[config.mk]
export PLATFORM = sky130hd
export DESIGN_NAME = pci_tgt_term
export DESIGN_NICKNAME = d
export VERILOG_FILES = /design/src/rtl/pci_tgt_pkg.sv /design/src/rtl/tgt_claim_det.sv /design/src/rtl/tgt_term_fsm.sv /design/src/rtl/tgt_hs_ctl.sv /design/src/rtl/pci_tgt_term.sv
export SDC_FILE = /design/constraint.sdc
export NUM_CORES = 1
export LEC_CHECK = 0
export CORE_AREA = 2 2 39 41
export DETAILED_ROUTE_END_ITERATION = 8
export DIE_AREA = 0 0 41 43
export PLACE_DENSITY = 0.61
export SYNTH_ARGS = -nofsm -noshare
export SYNTH_HDL_FRONTEND = slang
export SYNTH_SLANG_ARGS = --single-unit
[constraint.sdc]
create_clock -name clk -period 3.2 [get_ports clk]
set_clock_uncertainty 0.1 [all_clocks]
set_input_delay 0.8 -clock clk [delete_from_list [all_inputs] [get_ports clk]]
set_output_delay 0.8 -clock clk [all_outputs]
set_load 0.05 [all_outputs]
[src/rtl/pci_tgt_pkg.sv]
package pci_tgt_pkg;

  typedef enum logic [2:0] {
    ST_IDLE    = 3'd0,
    ST_DECODE  = 3'd1,
    ST_DATA    = 3'd2,
    ST_BACKOFF = 3'd3,
    ST_DRAIN   = 3'd4
  } tgt_state_e;

  // data phase completes when both ready strobes are low at the edge
  function automatic logic phase_done(input logic irdy_n, input logic trdy_on);
    return (!irdy_n) && trdy_on;
  endfunction

  // neither FRAME# nor IRDY# driven low
  function automatic logic bus_idle(input logic frame_n, input logic irdy_n);
    return frame_n && irdy_n;
  endfunction

  // states in which the target has claimed the bus
  function automatic logic devsel_on(input tgt_state_e st);
    return (st == ST_DATA) || (st == ST_BACKOFF) || (st == ST_DRAIN);
  endfunction

endpackage

[src/rtl/tgt_claim_det.sv]
module tgt_claim_det (
  input  logic clk,
  input  logic rst_n,
  input  logic frame_n,
  input  logic addr_hit,
  output logic claim
);
  logic frame_prev;

  always_ff @(posedge clk) begin
    if (!rst_n) frame_prev <= 1'b1;
    else        frame_prev <= frame_n;
  end

  // newly asserted FRAME# plus a decode hit
  assign claim = frame_prev && !frame_n && addr_hit;

  // a held-low FRAME# cannot claim twice in a row
  p_claim_single_r2: assert property (@(posedge clk) disable iff (!rst_n)
    claim |=> !claim);

endmodule

[src/rtl/tgt_term_fsm.sv]
module tgt_term_fsm
  import pci_tgt_pkg::*;
(
  input  logic       clk,
  input  logic       rst_n,
  input  logic       claim,
  input  logic       frame_n,
  input  logic       irdy_n,
  input  logic       done,
  input  logic       stop_on,
  output tgt_state_e state
);
  tgt_state_e state_d;
  logic       idle_w;

  assign idle_w = bus_idle(frame_n, irdy_n);

  always_comb begin
    state_d = state;
    case (state)
      ST_IDLE:    if (claim) state_d = ST_DECODE;
      ST_DECODE:  state_d = idle_w ? ST_IDLE : ST_DATA;
      ST_DATA: begin
        if (idle_w)              state_d = ST_IDLE;
        else if (done && stop_on) state_d = ST_BACKOFF;
      end
      // exit decided from the raw FRAME# pin, never on a fixed count
      ST_BACKOFF: if (frame_n) state_d = irdy_n ? ST_IDLE : ST_DRAIN;
      ST_DRAIN:   if (idle_w)  state_d = ST_IDLE;
      default:    state_d = ST_IDLE;
    endcase
  end

  always_ff @(posedge clk) begin
    if (!rst_n) state <= ST_IDLE;
    else        state <= state_d;
  end

  p_backoff_hold_r6: assert property (@(posedge clk) disable iff (!rst_n)
    (state == ST_BACKOFF && !frame_n) |=> (state == ST_BACKOFF));

  p_backoff_exit_r7: assert property (@(posedge clk) disable iff (!rst_n)
    (state == ST_BACKOFF && frame_n) |=> (state != ST_BACKOFF));

  p_idle_release_r8: assert property (@(posedge clk) disable iff (!rst_n)
    ((state == ST_DATA || state == ST_DRAIN) && frame_n && irdy_n) |=> (state == ST_IDLE));

endmodule

[src/rtl/tgt_hs_ctl.sv]
module tgt_hs_ctl
  import pci_tgt_pkg::*;
(
  input  logic       clk,
  input  logic       rst_n,
  input  tgt_state_e state,
  input  logic       frame_n,
  input  logic       irdy_n,
  input  logic       be_ready,
  input  logic       be_last,
  input  logic       done,
  output logic       trdy_on,
  output logic       stop_on,
  output logic       xfer_stb
);
  logic trdy_d, stop_d, pend_q, pend_d, pend_any, xfer_d;

  assign pend_any = pend_q || be_last;

  always_comb begin
    trdy_d = 1'b0;
    stop_d = 1'b0;
    pend_d = pend_q;
    case (state)
      ST_DATA: begin
        if (!bus_idle(frame_n, irdy_n)) begin
          trdy_d = !done && (trdy_on || (!irdy_n && be_ready));
          stop_d = stop_on || (trdy_d && !trdy_on && pend_any);
        end
        if (be_last)            pend_d = 1'b1;
        if (stop_d && !stop_on) pend_d = 1'b0;
      end
      ST_DECODE:  if (be_last) pend_d = 1'b1;
      ST_BACKOFF: stop_d = !frame_n;
      default:    pend_d = 1'b0;
    endcase
  end

  assign xfer_d = (state == ST_DATA) && done;

  always_ff @(posedge clk) begin
    if (!rst_n) begin
      trdy_on  <= 1'b0;
      stop_on  <= 1'b0;
      pend_q   <= 1'b0;
      xfer_stb <= 1'b0;
    end else begin
      trdy_on  <= trdy_d;
      stop_on  <= stop_d;
      pend_q   <= pend_d;
      xfer_stb <= xfer_d;
    end
  end

  p_trdy_after_irdy_r3: assert property (@(posedge clk) disable iff (!rst_n)
    $rose(trdy_on) |-> $past(!irdy_n));

  p_trdy_gap_r4: assert property (@(posedge clk) disable iff (!rst_n)
    done |=> !trdy_on);

  p_xfer_pulse_r4: assert property (@(posedge clk) disable iff (!rst_n)
    xfer_stb |=> !xfer_stb);

  p_stop_with_trdy_r5: assert property (@(posedge clk) disable iff (!rst_n)
    $rose(stop_on) |-> trdy_on);

  p_stop_hold_r6: assert property (@(posedge clk) disable iff (!rst_n)
    (stop_on && !frame_n) |=> stop_on);

endmodule

[src/rtl/pci_tgt_term.sv]
module pci_tgt_term
  import pci_tgt_pkg::*;
(
  input  logic clk,
  input  logic rst_n,
  input  logic frame_n,
  input  logic irdy_n,
  input  logic addr_hit,
  input  logic be_ready,
  input  logic be_last,
  output logic devsel_n,
  output logic trdy_n,
  output logic stop_n,
  output logic xfer_stb
);
  tgt_state_e state;
  logic claim_w, done_w, trdy_on, stop_on;

  assign done_w = phase_done(irdy_n, trdy_on);

  tgt_claim_det claim_i (
    .clk      (clk),
    .rst_n    (rst_n),
    .frame_n  (frame_n),
    .addr_hit (addr_hit),
    .claim    (claim_w)
  );

  tgt_term_fsm fsm_i (
    .clk     (clk),
    .rst_n   (rst_n),
    .claim   (claim_w),
    .frame_n (frame_n),
    .irdy_n  (irdy_n),
    .done    (done_w),
    .stop_on (stop_on),
    .state   (state)
  );

  tgt_hs_ctl hs_i (
    .clk      (clk),
    .rst_n    (rst_n),
    .state    (state),
    .frame_n  (frame_n),
    .irdy_n   (irdy_n),
    .be_ready (be_ready),
    .be_last  (be_last),
    .done     (done_w),
    .trdy_on  (trdy_on),
    .stop_on  (stop_on),
    .xfer_stb (xfer_stb)
  );

  assign devsel_n = !devsel_on(state);
  assign trdy_n   = !trdy_on;
  assign stop_n   = !stop_on;

  p_reset_release_r1: assert property (@(posedge clk)
    !rst_n |=> (devsel_n && trdy_n && stop_n && !xfer_stb));

  p_trdy_inside_devsel_r9: assert property (@(posedge clk) disable iff (!rst_n)
    !trdy_n |-> !devsel_n);

endmodule

## Yosys cells after proc, flatten, opt, wreduce, memory -nomap -nowiden

Cells that the tools add are included.

| word-level totals | value |
|---|---|
| input bits | 7 |
| latch bits | 0 |
| ROM bits | 0 |
| register bits after elaboration | 8 |
| output and inout bits | 4 |
| RAM bits | 0 |
| memories kept | 0 |
| logic and storage cells | 55 |

| cells by class | value |
|---|---|
| multiply operators | 0 |
| reductions and logical operators | 25 |
| bitwise logic cells | 2 |
| eq/ne operators | 8 |
| magnitude comparators | 0 |
| div/mod/pow operators | 0 |
| add/subtract/negate cells | 0 |
| mux-type cells | 14 |
| shifts and indexed selects | 0 |

Operators by type and width:

| kind | count |
|---|---|
| $mux 3 | 6 |
| $pmux 3 s5 | 1 |
| $logic_and 1x1->1 | 11 |
| $eq 3x2->1 const B | 2 |
| $logic_not 1->1 | 6 |
| $logic_or 1x1->1 | 5 |
| $mux 1 | 4 |
| $ne 2x2->1 const B | 2 |
| $reduce_and 4->1 | 1 |
| $eq 3x1->1 const B | 1 |
| $eq 3x3->1 const B | 1 |
| $logic_not 3->1 | 1 |
| $ne 3x1->1 const B | 1 |
| $pmux 1 s3 | 1 |
| $reduce_or 3->1 | 1 |
| $mux 2 | 1 |
| $ne 2x1->1 const B | 1 |
| $not 1->1 | 2 |
| $pmux 1 s2 | 1 |

## Longest topological paths before layout

Gate-level depths: netlist of the first run.

| logic depth | value |
|---|---|
| word-level depth | 12 |
| gate-level depth with buffers | 4 |

## Hierarchy

A second synthesis of the first run with hierarchy kept.

| unflattened totals | value |
|---|---|
| cells, all modules | 48 |
| area, all modules | 394.1 um^2 |

Modules (own cells, without submodules):

| module | area each (um^2) | cells each | times used |
|---|---|---|---|
| tgt_hs_ctl | 186.4 | 22 | 1 |
| tgt_term_fsm | 147.6 | 18 | 1 |
| tgt_claim_det | 35.0 | 3 | 1 |
| pci_tgt_term | 25.0 | 5 | 1 |

## Worst setup path before layout of the first run

Ideal clock, no wire load.

| timing | value |
|---|---|
| path kind | register to output |
| start | register fsm_i.state[1] |
| end | output port devsel_n |
| buffers on the path | 1 |
| data required time | 2300 ps |
| slack | 985 ps |
| data arrival time | 1315 ps |
| stages on the path, launching flop included | 4 |
| path through | dfxtp_1 buf_2 nor2_1 mux2i_1 |

| on the way | value |
|---|---|
| cells in the longest elaborated chain, start to end | 4 |

Ends and longest elaborated chain:

| item | RTL line | RTL |
|---|---|---|
| start, declared | tgt_term_fsm.sv:11 | `output tgt_state_e state` |
| start signal, assigned | tgt_term_fsm.sv:36 | `else state <= state_d;` |
| $eq 3x2->1 | pci_tgt_pkg.sv:23 | `return (st == ST_DATA) \|\| (st == ST_BACKOFF) \|\| (st == ST_DRAIN);` |
| $logic_or 1x1->1 | pci_tgt_pkg.sv:23 |  |
| $logic_or 1x1->1 (*) | pci_tgt_pkg.sv:23 |  |
| $logic_not 1->1 (*) | pci_tgt_term.sv:54 | `assign devsel_n = !devsel_on(state);` |
| end, declared | pci_tgt_term.sv:11 | `output logic devsel_n,` |

Mark *: on every way between the ends. The rest lies on a longest branch, timed or not.

## Worst setup path after layout of the first run

| timing | value |
|---|---|
| start | register fsm_i.state[0] |
| end | output port devsel_n |

Same word-level chain as after synthesis.

==> results of run 1 <==
## state kept, by name, indices dropped and copies added (netlist names)
signal	flops
claim_i.frame_prev	1
fsm_i.state	3
hs_i.pend_q	1
hs_i.stop_on	1
hs_i.trdy_on	1
hs_i.xfer_stb	1
## Yosys cell counts
cell and count:
a21boi_1 1, nor4b_1 1, o32ai_1 2, buf_2 1
inv_1 3, o211a_1 1, or2b_1 1, nand2b_1 2
nor2_1 3, o21ai_0 2, nand3_1 1, a211oi_1 1
dfxtp_1 8, nor2b_1 1, nand4b_1 1, or4b_1 1
nand2_2 1, a21oi_1 4, nand2_1 3, or2_2 1
mux2i_1 1, nor3b_1 1
## per-layer routing
| layer | GRT usage | part of all wire | vias up |
|---|---|---|---|
| li1 | - | - | 169 |
| met1 | 0.1136 | 0.46 | 148 |
| met2 | 0.1219 | 0.41 | 10 |
| met3 | 0.03141 | 0.064 | 5 |
| met4 | 0.1400 | 0.064 | 0 |
| met5 | 0 | 0 | - |
## metrics by stage
stage          total power [W]  cells
6_report             0.0002120     69
3_3_place_gp         0.0001355     66
5_1_grt              0.0002227     69
3_5_place_dp         0.0001352     66
2_1_floorplan        0.0001228     41
4_1_cts              0.0002155     69
## area by class of cell
class	count	area [um2]	share of cell area
inverters	3	11.26	0.02261
flip-flops and latches	8	160.2	0.3216
clock buffers	3	22.52	0.04523
repair buffers	10	100.1	0.2010
well taps	16	20.02	0.04020
multi-input cells	29	183.9	0.3693
## critical path, stage by stage (launching register included)
cell             delay, ns
dfxtp_1               0.45
nor2_1                0.10
mux2i_1               0.13
clkdlybuf4s50_1       0.81
## worst paths after layout
check,from,to,slack (ns),cells past startpoint
setup / recovery,fsm_i.state[0],devsel_n,0.54,3
hold / removal,hs_i.pend_q,hs_i.pend_q,0.41,2
setup reg to reg,fsm_i.state[0],fsm_i.state[2],1.84,3
hold reg to reg,hs_i.pend_q,hs_i.pend_q,0.41,2
## layout by cell type, fill, tap and decap left out
cell type / netlist / final
a211oi_1: 1 / 1
a21boi_1: 1 / 1
a21oi_1: 4 / 4
clkbuf_4: 0 / 3
clkdlybuf4s50_1: 0 / 10
dfxtp_1: 8 / 8
inv_1: 3 / 3
mux2i_1: 1 / 1
nand2_1: 3 / 3
nand2_2: 1 / 1
nand2b_1: 2 / 2
nand3_1: 1 / 1
nand4b_1: 1 / 1
nor2_1: 3 / 3
nor2b_1: 1 / 1
nor3b_1: 1 / 1
nor4b_1: 1 / 1
o211a_1: 1 / 1
o21ai_0: 2 / 2
o32ai_1: 2 / 2
or2_2: 1 / 1
or2b_1: 1 / 1
or4b_1: 1 / 1
## cells by family (layout without fill, tap and decap cells)
group                  Yosys count  in the layout  share of synthesized area
AOI/OAI and AO/OA               11             11                     0.2014
buffers and inverters            4             16                    0.04512
DFF                              8              8                     0.4444
muxes                            1              1                    0.02778
and+or+nand+nor                 17             17                     0.2813
## report_power, final
part	internal (W)	total (W)	switching [W]
clock	0.0000430	0.0000787	0.0000357
sequential	0.000103	0.000106	0.00000362
combinational	0.0000146	0.0000270	0.0000125
==> impl_metrics.env, run 1 <==
export IMPL_overflow=0
export IMPL_outcome="finished clean"
export IMPL_ys_seq_elements=8
export IMPL_yosys_warnings=0
export IMPL_setup_viol=0
export IMPL_synth_nets=48
export IMPL_cts_resized=0
export IMPL_vias=332
export IMPL_coreArea_um2=1384
export IMPL_worst_ep_arrival_time_ns=1.76
export IMPL_worst_pin_slew_ns=0.4908
export IMPL_slew_headroom=0.6718
export IMPL_synth_top_cell_by_area="dfxtp_1"
export IMPL_drive_gt1_frac=0.09434
export IMPL_io_pins=11
export IMPL_timing_final_crit_share=0.8297
export IMPL_fp_dieW_um=41
export IMPL_h_tree_depth=1
export IMPL_path_clk_slew_ns=0.05
export IMPL_ir_drop_uv=134.2
export IMPL_leakagePower_nw=0.1756
export IMPL_yosys_top_cells_area="dfxtp_1, a21oi_1, o32ai_1, nand2b_1, inv_1"
export IMPL_final_cell_area_um2=498.0
export IMPL_setup_tns_ns=0
export IMPL_place_gp_congestion=0.7001
export IMPL_holdWs_ns=0.4067
export IMPL_insertion_delay_ns=0.26
export IMPL_crit_type="register to output port"
export IMPL_cts_buffer_depth=2
export IMPL_drt_wirelength_per_cell_um=10.58
export IMPL_post_dp_cell_area_um2=475.5
export IMPL_post_place_ws_ns=0.8252
export IMPL_grt_use_total=0.1017
export IMPL_finalCriticalPeriod_ns=2.655
export IMPL_fmax_ghz=0.3766
export IMPL_synth_cells=41
export IMPL_avgSynthCellArea_um2=8.789
export IMPL_die_h_um=43
export IMPL_routed_wl_um=730
export IMPL_initialDrtViolationCount=8
export IMPL_antenna_found_initial=0
export IMPL_worst_ep_required_time_ns=2.30
export IMPL_antenna_left=0
export IMPL_rows=14
export IMPL_nets=62
export IMPL_hold_path_class="register to register"
export IMPL_maxSlewViolCount=0
export IMPL_cts_setup_buffers=0
export IMPL_synth_distinct_cells=22
export IMPL_ys_seq_area_frac=0.4444
export IMPL_syn_area_um2=360.3
export IMPL_first_pass_iters=4
export IMPL_grt_pass1_vias=285
export IMPL_powerDensity_nw_per_um2=425.7
export IMPL_yosys_area_top_type_share=0.4444
export IMPL_viasPerCell=4.812
export IMPL_io_buffer_count=10
export IMPL_nFillCells=143
export IMPL_grt_pass1_wl_um=1104
export IMPL_synthToLayoutAreaGrowth_pct=38.19
export IMPL_cap_violations=0
export IMPL_crit_path_end_kind="output port"
export IMPL_drc_errors=0
export IMPL_crit_fanout=8
export IMPL_clkSinkCount=8
export IMPL_cts_hold_buf=0
export IMPL_start_kind="register"
export IMPL_dieArea_um2=1763
export IMPL_clockRootBuffer="clkbuf_4"
export IMPL_grt_max_degree=9
export IMPL_final_util=0.3599
export IMPL_cts_made_buffers=3
export IMPL_setup_ws_ns=0.5449
export IMPL_rsz0062_at_grt="no"
export IMPL_finalHoldViolations=0
export IMPL_dp_hpwl_um=526.4
export IMPL_start_util=0.2604
export IMPL_cts_tree="yes"
export IMPL_diodes=0
Power figures use the tool's default switching activity.
==> run 2, diff against run 1 <==
clock period = 2.7 ns   (was 3.2 ns; I/O delays follow)
==> results of run 2 <==
Same layout as run 1 (identical final DEF). Status: finished clean.
Main changes from that run: setup slack after placement 0.8252 ns -> 0.4502 ns; setup slack after layout 0.5449 ns -> 0.1699 ns; register-to-register setup slack 1.84 ns -> 1.34 ns; total power 0.0002120 W -> 0.0002513 W; worst IR drop on VDD 134.2 uV -> 159.0 uV
